[src/rtl/rx_pkg.sv]
package rx_pkg;
  typedef struct packed {
    logic       brk;
    logic       ferr;
    logic       perr;
    logic [7:0] data;
  } rx_char_t;

  typedef enum logic [2:0] {
    ST_IDLE,
    ST_START,
    ST_DATA,
    ST_PAR,
    ST_STOP
  } rx_state_e;
endpackage

[src/rtl/rx_sync.sv]
module rx_sync #(
  parameter int STAGES = 2
) (
  input  logic clk_i,
  input  logic rst_ni,
  input  logic d_i,
  output logic q_o
);
  logic [STAGES-1:0] sr_q;

  always_ff @(posedge clk_i or negedge rst_ni) begin
    if (!rst_ni) sr_q <= '1;
    else         sr_q <= {sr_q[STAGES-2:0], d_i};
  end

  assign q_o = sr_q[STAGES-1];
endmodule

[src/rtl/rx_frame.sv]
module rx_frame
  import rx_pkg::*;
(
  input  logic       clk_i,
  input  logic       rst_ni,
  input  logic       tick_i,
  input  logic       line_i,
  input  logic [1:0] word_len_i,
  input  logic       par_en_i,
  input  logic       par_even_i,
  output logic       vld_o,
  output rx_char_t   char_o
);
  rx_state_e  state_q;
  logic [3:0] tcnt_q;
  logic [2:0] bcnt_q;
  logic [7:0] sh_q;
  logic       pbit_q;
  logic       prev_q;

  logic [7:0] data_al;
  logic [2:0] last_bit;
  logic       par_calc, is_brk;
  logic       mid;

  always_comb begin
    last_bit = 3'd4 + {1'b0, word_len_i};
    data_al  = sh_q >> (2'd3 - word_len_i);
    par_calc = (^data_al) ^ pbit_q;
    is_brk   = (data_al == 8'h00) && (!par_en_i || !pbit_q) && !line_i;
    mid      = tick_i && (tcnt_q == 4'd15);
  end

  always_ff @(posedge clk_i or negedge rst_ni) begin
    if (!rst_ni) begin
      state_q <= ST_IDLE;
      tcnt_q  <= '0;
      bcnt_q  <= '0;
      sh_q    <= '0;
      pbit_q  <= 1'b0;
      prev_q  <= 1'b1;
      vld_o   <= 1'b0;
      char_o  <= '0;
    end else begin
      prev_q <= line_i;
      vld_o  <= 1'b0;
      case (state_q)
        ST_IDLE: begin
          if (prev_q && !line_i) begin
            state_q <= ST_START;
            tcnt_q  <= '0;
          end
        end
        ST_START: begin
          if (tick_i) begin
            if (tcnt_q == 4'd7) begin
              tcnt_q <= '0;
              bcnt_q <= '0;
              // line high at the start-bit centre: glitch, resume hunting
              state_q <= line_i ? ST_IDLE : ST_DATA;
            end else begin
              tcnt_q <= tcnt_q + 4'd1;
            end
          end
        end
        ST_DATA: begin
          if (tick_i) tcnt_q <= tcnt_q + 4'd1;
          if (mid) begin
            sh_q   <= {line_i, sh_q[7:1]};
            bcnt_q <= bcnt_q + 3'd1;
            if (bcnt_q == last_bit) state_q <= par_en_i ? ST_PAR : ST_STOP;
          end
        end
        ST_PAR: begin
          if (tick_i) tcnt_q <= tcnt_q + 4'd1;
          if (mid) begin
            pbit_q  <= line_i;
            state_q <= ST_STOP;
          end
        end
        ST_STOP: begin
          if (tick_i) tcnt_q <= tcnt_q + 4'd1;
          if (mid) begin
            vld_o       <= 1'b1;
            char_o.data <= data_al;
            char_o.brk  <= is_brk;
            char_o.ferr <= !line_i && !is_brk;
            char_o.perr <= par_en_i && !is_brk && (par_calc ^ !par_even_i);
            state_q     <= ST_IDLE;
          end
        end
        default: state_q <= ST_IDLE;
      endcase
    end
  end
endmodule

[src/rtl/rx_fifo.sv]
module rx_fifo
  import rx_pkg::*;
#(
  parameter int DEPTH = 16,
  localparam int AW = $clog2(DEPTH),
  localparam int LW = AW + 1
) (
  input  logic          clk_i,
  input  logic          rst_ni,
  input  logic          single_i,
  input  logic          push_i,
  input  rx_char_t      din_i,
  input  logic          pop_i,
  output rx_char_t      dout_o,
  output logic          empty_o,
  output logic          full_o,
  output logic [LW-1:0] lvl_o
);
  rx_char_t      mem_q [DEPTH];
  logic [AW-1:0] wptr_q, rptr_q;
  logic [LW-1:0] lvl_q;
  logic          do_push, do_pop;

  assign empty_o = (lvl_q == '0);
  assign full_o  = single_i ? !empty_o : (lvl_q == LW'(DEPTH));
  assign do_push = push_i && !full_o;
  assign do_pop  = pop_i && !empty_o;
  assign dout_o  = mem_q[rptr_q];
  assign lvl_o   = lvl_q;

  always_ff @(posedge clk_i) begin
    if (do_push) mem_q[wptr_q] <= din_i;
  end

  always_ff @(posedge clk_i or negedge rst_ni) begin
    if (!rst_ni) begin
      wptr_q <= '0;
      rptr_q <= '0;
      lvl_q  <= '0;
    end else begin
      if (do_push) wptr_q <= (wptr_q == AW'(DEPTH-1)) ? '0 : wptr_q + AW'(1);
      if (do_pop)  rptr_q <= (rptr_q == AW'(DEPTH-1)) ? '0 : rptr_q + AW'(1);
      if (do_push && !do_pop)      lvl_q <= lvl_q + LW'(1);
      else if (do_pop && !do_push) lvl_q <= lvl_q - LW'(1);
    end
  end
endmodule

[src/rtl/rx_timeout.sv]
module rx_timeout #(
  parameter int TO_CHARS = 4,
  localparam int CW = $clog2(TO_CHARS * 192 + 1)
) (
  input  logic       clk_i,
  input  logic       rst_ni,
  input  logic       tick_i,
  input  logic       active_i,
  input  logic       clr_i,
  input  logic [1:0] word_len_i,
  input  logic       par_en_i,
  output logic       to_o
);
  logic [CW-1:0] cnt_q, limit;

  // one character = start + (5+len) data + parity + first stop, 16 ticks each
  assign limit = CW'(TO_CHARS * 16) * (CW'(word_len_i) + CW'(par_en_i) + CW'(7));
  assign to_o  = active_i && (cnt_q >= limit);

  always_ff @(posedge clk_i or negedge rst_ni) begin
    if (!rst_ni)                     cnt_q <= '0;
    else if (clr_i || !active_i)     cnt_q <= '0;
    else if (tick_i && cnt_q < limit) cnt_q <= cnt_q + CW'(1);
  end
endmodule

[src/rtl/uart_rx_core.sv]
module uart_rx_core
  import rx_pkg::*;
#(
  parameter int DEPTH       = 16,
  parameter int TO_CHARS    = 4,
  parameter int SYNC_STAGES = 2,
  localparam int LW = $clog2(DEPTH) + 1
) (
  input  logic       clk_i,
  input  logic       rst_ni,
  input  logic       tick16_i,
  input  logic       rxd_i,
  input  logic [1:0] word_len_i,
  input  logic       par_en_i,
  input  logic       par_even_i,
  input  logic       fifo_en_i,
  input  logic       rd_i,
  output logic [7:0] rd_data_o,
  output logic       rd_perr_o,
  output logic       rd_ferr_o,
  output logic       rd_brk_o,
  output logic       data_ready_o,
  output logic       overrun_o,
  output logic       timeout_o
);
  logic          line_s;
  logic          char_done;
  rx_char_t      char_d, head;
  logic          fifo_full, fifo_empty, pop_ok;
  logic [LW-1:0] fifo_lvl;
  logic          ovr_q;

  rx_sync #(.STAGES(SYNC_STAGES)) sync_i (
    .clk_i, .rst_ni, .d_i(rxd_i), .q_o(line_s)
  );

  rx_frame frame_i (
    .clk_i, .rst_ni,
    .tick_i(tick16_i), .line_i(line_s),
    .word_len_i, .par_en_i, .par_even_i,
    .vld_o(char_done), .char_o(char_d)
  );

  rx_fifo #(.DEPTH(DEPTH)) fifo_i (
    .clk_i, .rst_ni,
    .single_i(!fifo_en_i),
    .push_i(char_done), .din_i(char_d),
    .pop_i(rd_i), .dout_o(head),
    .empty_o(fifo_empty), .full_o(fifo_full), .lvl_o(fifo_lvl)
  );

  assign pop_ok = rd_i && !fifo_empty;

  rx_timeout #(.TO_CHARS(TO_CHARS)) tmo_i (
    .clk_i, .rst_ni,
    .tick_i(tick16_i), .active_i(!fifo_empty),
    .clr_i(char_done || pop_ok),
    .word_len_i, .par_en_i,
    .to_o(timeout_o)
  );

  always_ff @(posedge clk_i or negedge rst_ni) begin
    if (!rst_ni)                     ovr_q <= 1'b0;
    else if (char_done && fifo_full) ovr_q <= 1'b1;
    else if (pop_ok)                 ovr_q <= 1'b0;
  end

  assign overrun_o    = ovr_q;
  assign data_ready_o = !fifo_empty;
  assign rd_data_o    = head.data;
  assign rd_perr_o    = head.perr;
  assign rd_ferr_o    = head.ferr;
  assign rd_brk_o     = head.brk;
endmodule

[config.mk]
export PLATFORM = sky130hd
export DESIGN_NAME = uart_rx_core
export DESIGN_NICKNAME = d
export VERILOG_FILES = /design/src/rtl/rx_pkg.sv /design/src/rtl/rx_sync.sv /design/src/rtl/rx_frame.sv /design/src/rtl/rx_fifo.sv /design/src/rtl/rx_timeout.sv /design/src/rtl/uart_rx_core.sv
export SDC_FILE = /design/constraint.sdc
export NUM_CORES = 1
export LEC_CHECK = 0
export BUFFER_PORTS_ARGS = -buffer_cell sky130_fd_sc_hd__buf_2
export CAP_MARGIN = 20
export CELL_PAD_IN_SITES_DETAIL_PLACEMENT = 1
export CELL_PAD_IN_SITES_GLOBAL_PLACEMENT = 1
export CORE_MARGIN = 1.5
export CORE_UTILIZATION = 25
export DETAILED_ROUTE_END_ITERATION = 7
export PLACE_DENSITY = 0.52
export SYNTH_ARGS = -nofsm -noshare
export SYNTH_HDL_FRONTEND = slang
export SYNTH_HIERARCHICAL = 1
export SYNTH_SLANG_ARGS = --single-unit
[constraint.sdc]
create_clock -name clk_i -period 7 [get_ports clk_i]
set_input_delay 0.7 -clock clk_i [delete_from_list [all_inputs] [get_ports clk_i]]
set_output_delay 0.7 -clock clk_i [all_outputs]
set_load 0.03 [all_outputs]
==> results of run 1 <==
-- routing by layer --
| metal | GRT usage, % | vias to the layer above | part of all wire, % |
|---|---|---|---|
| li1 | - | 2653 | - |
| met1 | 15.8 | 2955 | 49 |
| met2 | 18.2 | 73 | 46 |
| met3 | 1.82 | 23 | 4.0 |
| met4 | 2.42 | 0 | 1.4 |
| met5 | 0 | - | 0 |
-- state kept, by name (all words and copies together) (netlist names), 4 cells and up --
| signal | count |
|---|---|
| frame_i/char_o | 11 |
| fifo_i/rptr_q | 4 |
| tmo_i/cnt_q | 10 |
| frame_i/tcnt_q | 4 |
| fifo_i/wptr_q | 4 |
| fifo_i/lvl_o | 5 |
| fifo_i/mem_q | 176 |
| frame_i/sh_q | 8 |
-- placed cells by master (no fill, tap or decap), types with 8 or more instances in the layout --
cell	synthesis	layout
nand3_1	12	12
edfxtp_1	176	176
buf_4	0	17
mux4_2	33	33
o21ai_0	34	34
clkbuf_16	0	25
o221ai_1	11	11
nand2_1	46	46
nor2b_1	14	14
a21oi_1	13	13
nor2_1	26	26
dfrtp_1	55	53
xnor2_1	12	12
buf_2	10	23
nand2b_1	9	9
mux2i_1	11	11
inv_1	35	35
ha_1	24	24
a22o_1	8	8
a221o_1	12	12
mux2_2	36	36
-- cell type report --
cell class	instances	area [µm²]
clock buffers	31	658
repair buffers	44	288
well taps	532	666
multi-input cells	370	3230
clock inverters	14	105
inverters	35	131
flip-flops and latches	234	6740
fillers	4276	28800
-- critical path: cells and delay by family, from the launching register on --
family	cells	cell delay, ns
DFF	1	0.94
AOI/OAI and AO/OA	3	0.80
buffers and inverters	2	0.66
muxes	1	0.38
-- how the worst min path moves through the flow --
stage	from	to	depth (start not counted)
after detailed placement	sync_i/sr_q[0]	sync_i/sr_q[1]	0
after floorplan	sync_i/sr_q[0]	sync_i/sr_q[1]	0
after global routing	rxd_i	sync_i/sr_q[0]	1
final	rxd_i	sync_i/sr_q[0]	1
after global placement	sync_i/sr_q[0]	sync_i/sr_q[1]	0
after CTS	rxd_i	sync_i/sr_q[0]	1
-- cell families after synthesis --
kind of cell | count (synthesis)
AO/OA/AOI/OAI | 103
XOR/XNOR | 13
adder cells (fa/ha/maj) | 25
buffers and inverters | 68
flip-flops | 234
multiplexers | 82
AND/OR/NAND/NOR | 147
-- through the flow --
| stage | power, mW | hold slack [ns] | utilization (%) | worst slack, ns | cells |
|---|---|---|---|---|---|
| after CTS | 3.84 | 0.249 | 29.1 | 2.90 | 1259 |
| after global routing | 3.96 | 0.247 | 29.1 | 2.73 | 1260 |
| final | 3.78 | 0.267 | 29.1 | 2.95 | 1260 |
| after detailed placement | 2.57 | 0.350 | 27.2 | 3.47 | 1214 |
| after floorplan | 2.33 | 0.345 | - | 4.06 | 672 |
| after global placement | 2.56 | 0.346 | 27.0 | 3.48 | 1206 |
-- report_power, final --
group / switching, mW / total [mW] / leakage (nW) / internal, mW
clock: 0.547 / 1.25 / 0.374 / 0.706
combinational: 0.484 / 0.849 / 1.41 / 0.365
sequential: 0.151 / 1.68 / 2.07 / 1.53
total: 1.18 / 3.78 / 3.86 / 2.60
==> run_results.csv, run 1 <==
group,metric,value,unit
synth,yosysSeqAreaShare,65.7,%
cts,cts_tree,"yes",
setup_path,startpoint_type,"register",
drt,routedWlPerCell,18.3,µm
drt,drtAntennaViolNets,0,
cts,cts.path.max_buffers,3,
cts,clockRootBuffer,"clkbuf_16",
cts,path_clk_slew,0.06,ns
floorplan,die_w,206,µm
floorplan,core.rowCount,74,
drt,num_vias,5704,
drt,drtIter0Drc,294,
status,status,"completed",
synth,synth.mux.area_fraction,12.6,%
layout,final_layout_size_suffix_gt1_share,23.8,%
drt,drcViolationCount,0,
cts,ctsResizeCount,0,
timing,slew_violations,0,
synth,synthXorXnorAreaFrac,1.11,%
synth,synthTopCellsByArea,"edfxtp_1 (51%), dfrtp_1 (13%), mux4_2 (7.2%), mux2_2 (3.9%), ha_1 (2.9%)",
pwr,leakagePower,3.86,nW
setup_path,cp_cell_sequence,"buf_4, mux2_2, o221ai_1, o21ai_0, a221o_1, buf_2",
global_route,grt_antenna_before_repair,1,
drt,avgViaCountPerCell,4.53,
synth,synth_top_cells_by_count,"edfxtp_1 (176), dfrtp_1 (55), nand2_1 (46)",
setup_path,slowest_delay,0.94,ns
synth,synth-edff-count,176,
synth,synth_fa_ha_area_share,3.12,%
placement,dpl_cell_area,11100,µm²
timing,fin_crit_sh,57.8,%
flow_run,cap_violations,0,
cts,clkLatencyLatePin,0.53,ns
timing,tightest_slew,0.961,ns
timing,final.min_clock_period,4.05,ns
cts,postCtsSetupBuffers,0,
timing,hold_viol,0,
synth,ys_ff_latch,234,
timing,finClkSkew,0.0115,ns
cts,cts_buffers,25,
synth,synth-warning-count,6,
synth,synthesis.area,10300,µm²
setup_path,cpMaxStageDelayCell,"dfrtp_2",
setup_path,crit_required,6.30,ns
worst_hold_path,hp-class,"input port to register",
global_route,grtUsageTotal,11.2,%
setup_path,reg2reg_depth,10,
synth,yosys.area_share.simple,7.37,%
timing,rsz0062_at_grt,"false",
global_route,first_global_vias,6092,
setup_path,endpoint_kind,"output port",
placement,io_buffers,23,
global_route,grt_max_degree,59,
floorplan,core,40600,µm²
floorplan,dieArea,42300,µm²
synth,synth_nets,707,
floorplan,die_y,206,µm
synth,synth_area_leader_cell,"edfxtp_1",
synth,yosys.cell_types.count,63,
placement,dpl.hpwl,15100,µm
timing,max_clock_freq,0.247,GHz
synth,synth_top_family_by_area,"multiplexers",
setup_path,r2r-start,"fifo_i/lvl_o[1]",
setup_path,crit_start,"fifo_i/rptr_q[1]",
synth,syn-instance-count,672,
placement,gp_congestion,0.706,
pwr,peakVddDrop,219,µV
timing,finalSetupViolations,0,
layout,fin_nets,745,
cts,h-tree-depth,1,
timing,slew_headroom,35.9,%
synth,yosysTopAreaCellShare,51.5,%
setup_path,crit_path_end,"rd_data_o[5]",
cts,cts_hold_buf,0,
setup_path,regToRegSetupSlack,4.01,ns
layout,antenna_cells,0,
synth,synth_compound_area_share,7.16,%
synth,synthFlopType,"edfxtp_1",
layout,synthToLayoutAreaGrowth,15.2,%
layout,fin_area,11800,µm²
synth,avgSynthCellArea,15.3,µm²
global_route,grt_first_pass_wirelength,36300,µm
synth,async_reset_ff_share,24.8,%
setup_path,crit_path_max_fanout,34,
setup_path,cp.arrival,3.35,ns
drt,routed_wl,23100,µm
floorplan,io_pins,24,
pwr,power.density,320,nW/µm²
drt,drtPass1Iterations,4,
timing,setup_tns,0,ns
synth,yosysMostFrequentCell,"edfxtp_1",
setup_path,critPathKind,"register to output port",
setup_path,r2r_end,"fifo_i/lvl_o[4]",
floorplan,initial_core_util,25.3,%
global_route,overflow,0,
cts,clkSinkCount,234,
No activity file was read; power rests on OpenSTA's default activity.
==> run 2: changes to the inputs <==
--- a/config.mk
+++ b/config.mk
@@ -5,6 +5,7 @@
 export SDC_FILE = /design/constraint.sdc
 export NUM_CORES = 1
 export LEC_CHECK = 0
+export ABC_AREA = 1
 export BUFFER_PORTS_ARGS = -buffer_cell sky130_fd_sc_hd__buf_2
 export CAP_MARGIN = 20
 export CELL_PAD_IN_SITES_DETAIL_PLACEMENT = 1
@@ -12,7 +13,7 @@
 export CORE_MARGIN = 1.5
 export CORE_UTILIZATION = 25
 export DETAILED_ROUTE_END_ITERATION = 7
-export PLACE_DENSITY = 0.52
+export PLACE_DENSITY = 0.57
 export SYNTH_ARGS = -nofsm -noshare
 export SYNTH_HDL_FRONTEND = slang
 export SYNTH_HIERARCHICAL = 1
==> constraint.sdc (replaced) <==
create_clock -name clk_i -period 3.6 [get_ports clk_i]
set_input_delay 0.36 -clock clk_i [delete_from_list [all_inputs] [get_ports clk_i]]
set_output_delay 0.36 -clock clk_i [all_outputs]
set_load 0.03 [all_outputs]
==> run 2 against run 1 <==
Against the previous run:
- hold slack got worse by 0.16 ns
- first-iteration DRC count increased by 43%
- highest routed layer unchanged
- die area up 12%
- clock skew rose by 0.012 ns
- non-clock buffer count is 11 higher
- critical path type unchanged
==> run_results.csv, run 2 <==
group,metric,value,unit
floorplan,core,45400,µm²
cts,clkSinkCount,234,
drt,num_vias,8320,
synth,yosys.cell_types.count,36,
drt,routedWlPerCell,15.8,µm
setup_path,crit_top_cell,"nand2_1",
synth,synthFlopType,"edfxtp_1",
global_route,grt_max_degree,92,
layout,reg_top3,"fifo_i/mem_q (176), frame_i/char_o (11), tmo_i/cnt_q (10)",
synth,synth_nets,1314,
setup_path,crit_family,"buffers and inverters",
synth,synthesis.area,11500,µm²
synth,async_reset_ff_share,24.8,%
placement,io_buffers,23,
pwr,power.density,466,nW/µm²
global_route,overflow,0,
floorplan,initial_core_util,25.3,%
timing,finClkSkew,0.0236,ns
global_route,first_global_vias,8527,
setup_path,endpoint_kind,"output port",
timing,final.min_clock_period,3.02,ns
setup_path,crit_buf_inv,3,
setup_path,slowest_delay,0.82,ns
floorplan,dieArea,47300,µm²
timing,setup_slack,0.584,ns
drt,routed_wl,30700,µm
synth,synth_top_cells_by_count,"nand2_1 (426), inv_1 (230), edfxtp_1 (176)",
cts,h-tree-depth,1,
cts,cts_buffers,28,
placement,dpl_worst_slack,1.03,ns
drt,drtIter0Drc,421,
timing,tightest_slew,1.07,ns
status,status,"completed",
cts,ctsResizeCount,0,
timing,setup_tns,0,ns
floorplan,io_pins,24,
cts,clkLatencyLatePin,0.57,ns
drt,drcViolationCount,0,
placement,dpl.hpwl,19600,µm
layout,largest_reg_flops,176,
synth,yosysMostFrequentCell,"nand2_1",
cts,cts_tree,"yes",
cts,path_clk_slew,0.06,ns
drt,avgViaCountPerCell,4.28,
synth,yosysSeqAreaShare,58.6,%
layout,fin_area,13300,µm²
synth,avgSynthCellArea,8.99,µm²
global_route,grtUsageTotal,13.2,%
setup_path,crit_path_max_fanout,91,
setup_path,cp_cell_sequence,"buf_4, nand2_1, nand3_1, nand2_1, nand2_1, nand2_1, inv_1, nand2_1, buf_2",
setup_path,crit_required,3.24,ns
timing,rsz0062_at_grt,"false",
global_route,grt_antenna_before_repair,0,
cts,clockRootBuffer,"clkbuf_16",
layout,antenna_cells,0,
timing,slew_headroom,29.0,%
layout,final_layout_size_suffix_gt1_share,10.2,%
timing,hold_viol,0,
placement,gp_congestion,0.777,
drt,drtPass1Iterations,4,
layout,regMostFlops,"fifo_i/mem_q",
timing,finalSetupViolations,0,
floorplan,core.rowCount,78,
synth,syn-instance-count,1279,
layout,synthToLayoutAreaGrowth,15.5,%
layout,final_common_cell,"nand2_1",
setup_path,cp.arrival,2.66,ns
layout,most-common-layout-cells,"nand2_1 (426), inv_1 (230), edfxtp_1 (176)",
synth,synthTopCellsByArea,"edfxtp_1 (46%), nand2_1 (14%), dfrtp_1 (12%), inv_1 (7.5%), nand3_1 (6.8%)",
setup_path,regToRegSetupSlack,1.12,ns
drt,drtAntennaViolNets,0,
timing,fin_crit_sh,83.8,%
setup_path,critPathKind,"register to output port",
timing,holdWs,0.103,ns
layout,nFillCells,5297,
floorplan,die_y,217,µm
setup_path,cpMaxStageDelayCell,"buf_4",
worst_hold_path,hp-class,"input port to register",
cts,cts.path.max_buffers,3,
pwr,leakagePower,6.16,nW
setup_path,startpoint_type,"register",
flow_run,cap_violations,0,
synth,yosysTopAreaCellShare,46.0,%
synth,synth_area_leader_cell,"edfxtp_1",
placement,dpl_cell_area,12300,µm²
synth,synth-edff-count,176,
synth,ys_ff_latch,234,
pwr,peakVddDrop,316,µV
timing,max_clock_freq,0.332,GHz
global_route,grt_first_pass_wirelength,48300,µm
floorplan,die_w,217,µm
layout,fin_nets,1355,
timing,slew_violations,0,
synth,synth-warning-count,6,
run 2: report_power, final:
part | internal, mW | switching (mW)
combinational | 0.130 | 0.281
sequential | 2.91 | 0.0549
clock | 1.66 | 1.15
total | 4.70 | 1.49
run 2: cell families after synthesis:
| kind of cell | Yosys count | share of synthesized area (%) |
|---|---|---|
| buf+inv | 284 | 10.1 |
| compound gates | 57 | 2.86 |
| fa+ha+maj | 25 | 2.79 |
| xor+xnor | 11 | 0.838 |
| flops | 234 | 58.6 |
| simple gates | 666 | 24.6 |
| mux | 2 | 0.174 |
run 2: per-stage QoR:
step | utilization [%] | power (mW) | instances
2_1_floorplan | - | 3.30 | 1279
3_3_place_gp | 27.2 | 3.41 | 1888
3_5_place_dp | 27.2 | 3.43 | 1888
4_1_cts | 29.3 | 6.27 | 1942
5_1_grt | 29.3 | 6.44 | 1942
6_report | 29.3 | 6.19 | 1942
run 2: repair_timing:
action | in CTS | in global routing
buffers inserted | 0 | 0
hold buffers | 2 | 0
hold endpoints to repair | 33 | 0
run 2: final cells by class:
| cell class | count | area [µm²] | area share (%) |
|---|---|---|---|
| repair buffers | 55 | 360 | 2.71 |
| well taps | 600 | 751 | 5.65 |
| flip-flops and latches | 234 | 6740 | 50.8 |
| inverters | 240 | 906 | 6.82 |
| multi-input cells | 761 | 3600 | 27.1 |
| clock inverters | 7 | 83.8 | 0.631 |
| clock buffers | 45 | 836 | 6.30 |
run 2: path summary, 6_finish.rpt:
check                                 start  cells past startpoint                end
max                        fifo_i/rptr_q[0]                      9       rd_data_o[2]
min                                    rd_i                      4          overrun_o
max reg2reg                 fifo_i/lvl_o[1]                     12    fifo_i/lvl_o[4]
min reg2reg                  sync_i/sr_q[0]                      0     sync_i/sr_q[1]
max in group asynchronous            rst_ni                      4     tmo_i/cnt_q[4]
min in group asynchronous            rst_ni                      2  frame_i/tcnt_q[1]
run 2: worst min-delay path, stage by stage:
cell and delay [ns]:
buf_2 0.10, nand2_2 0.06, nand2_1 0.05, nand2_1 0.05
run 2: metal layers:
layer | track usage [%] | up-vias | routed length [µm]
met1 | 17.6 | 4070 | 14300
met4 | 2.94 | 0 | 455
li1 | - | 4120 | -
met3 | 1.90 | 32 | 1260
met5 | 0 | - | 0
met2 | 22.7 | 98 | 14700
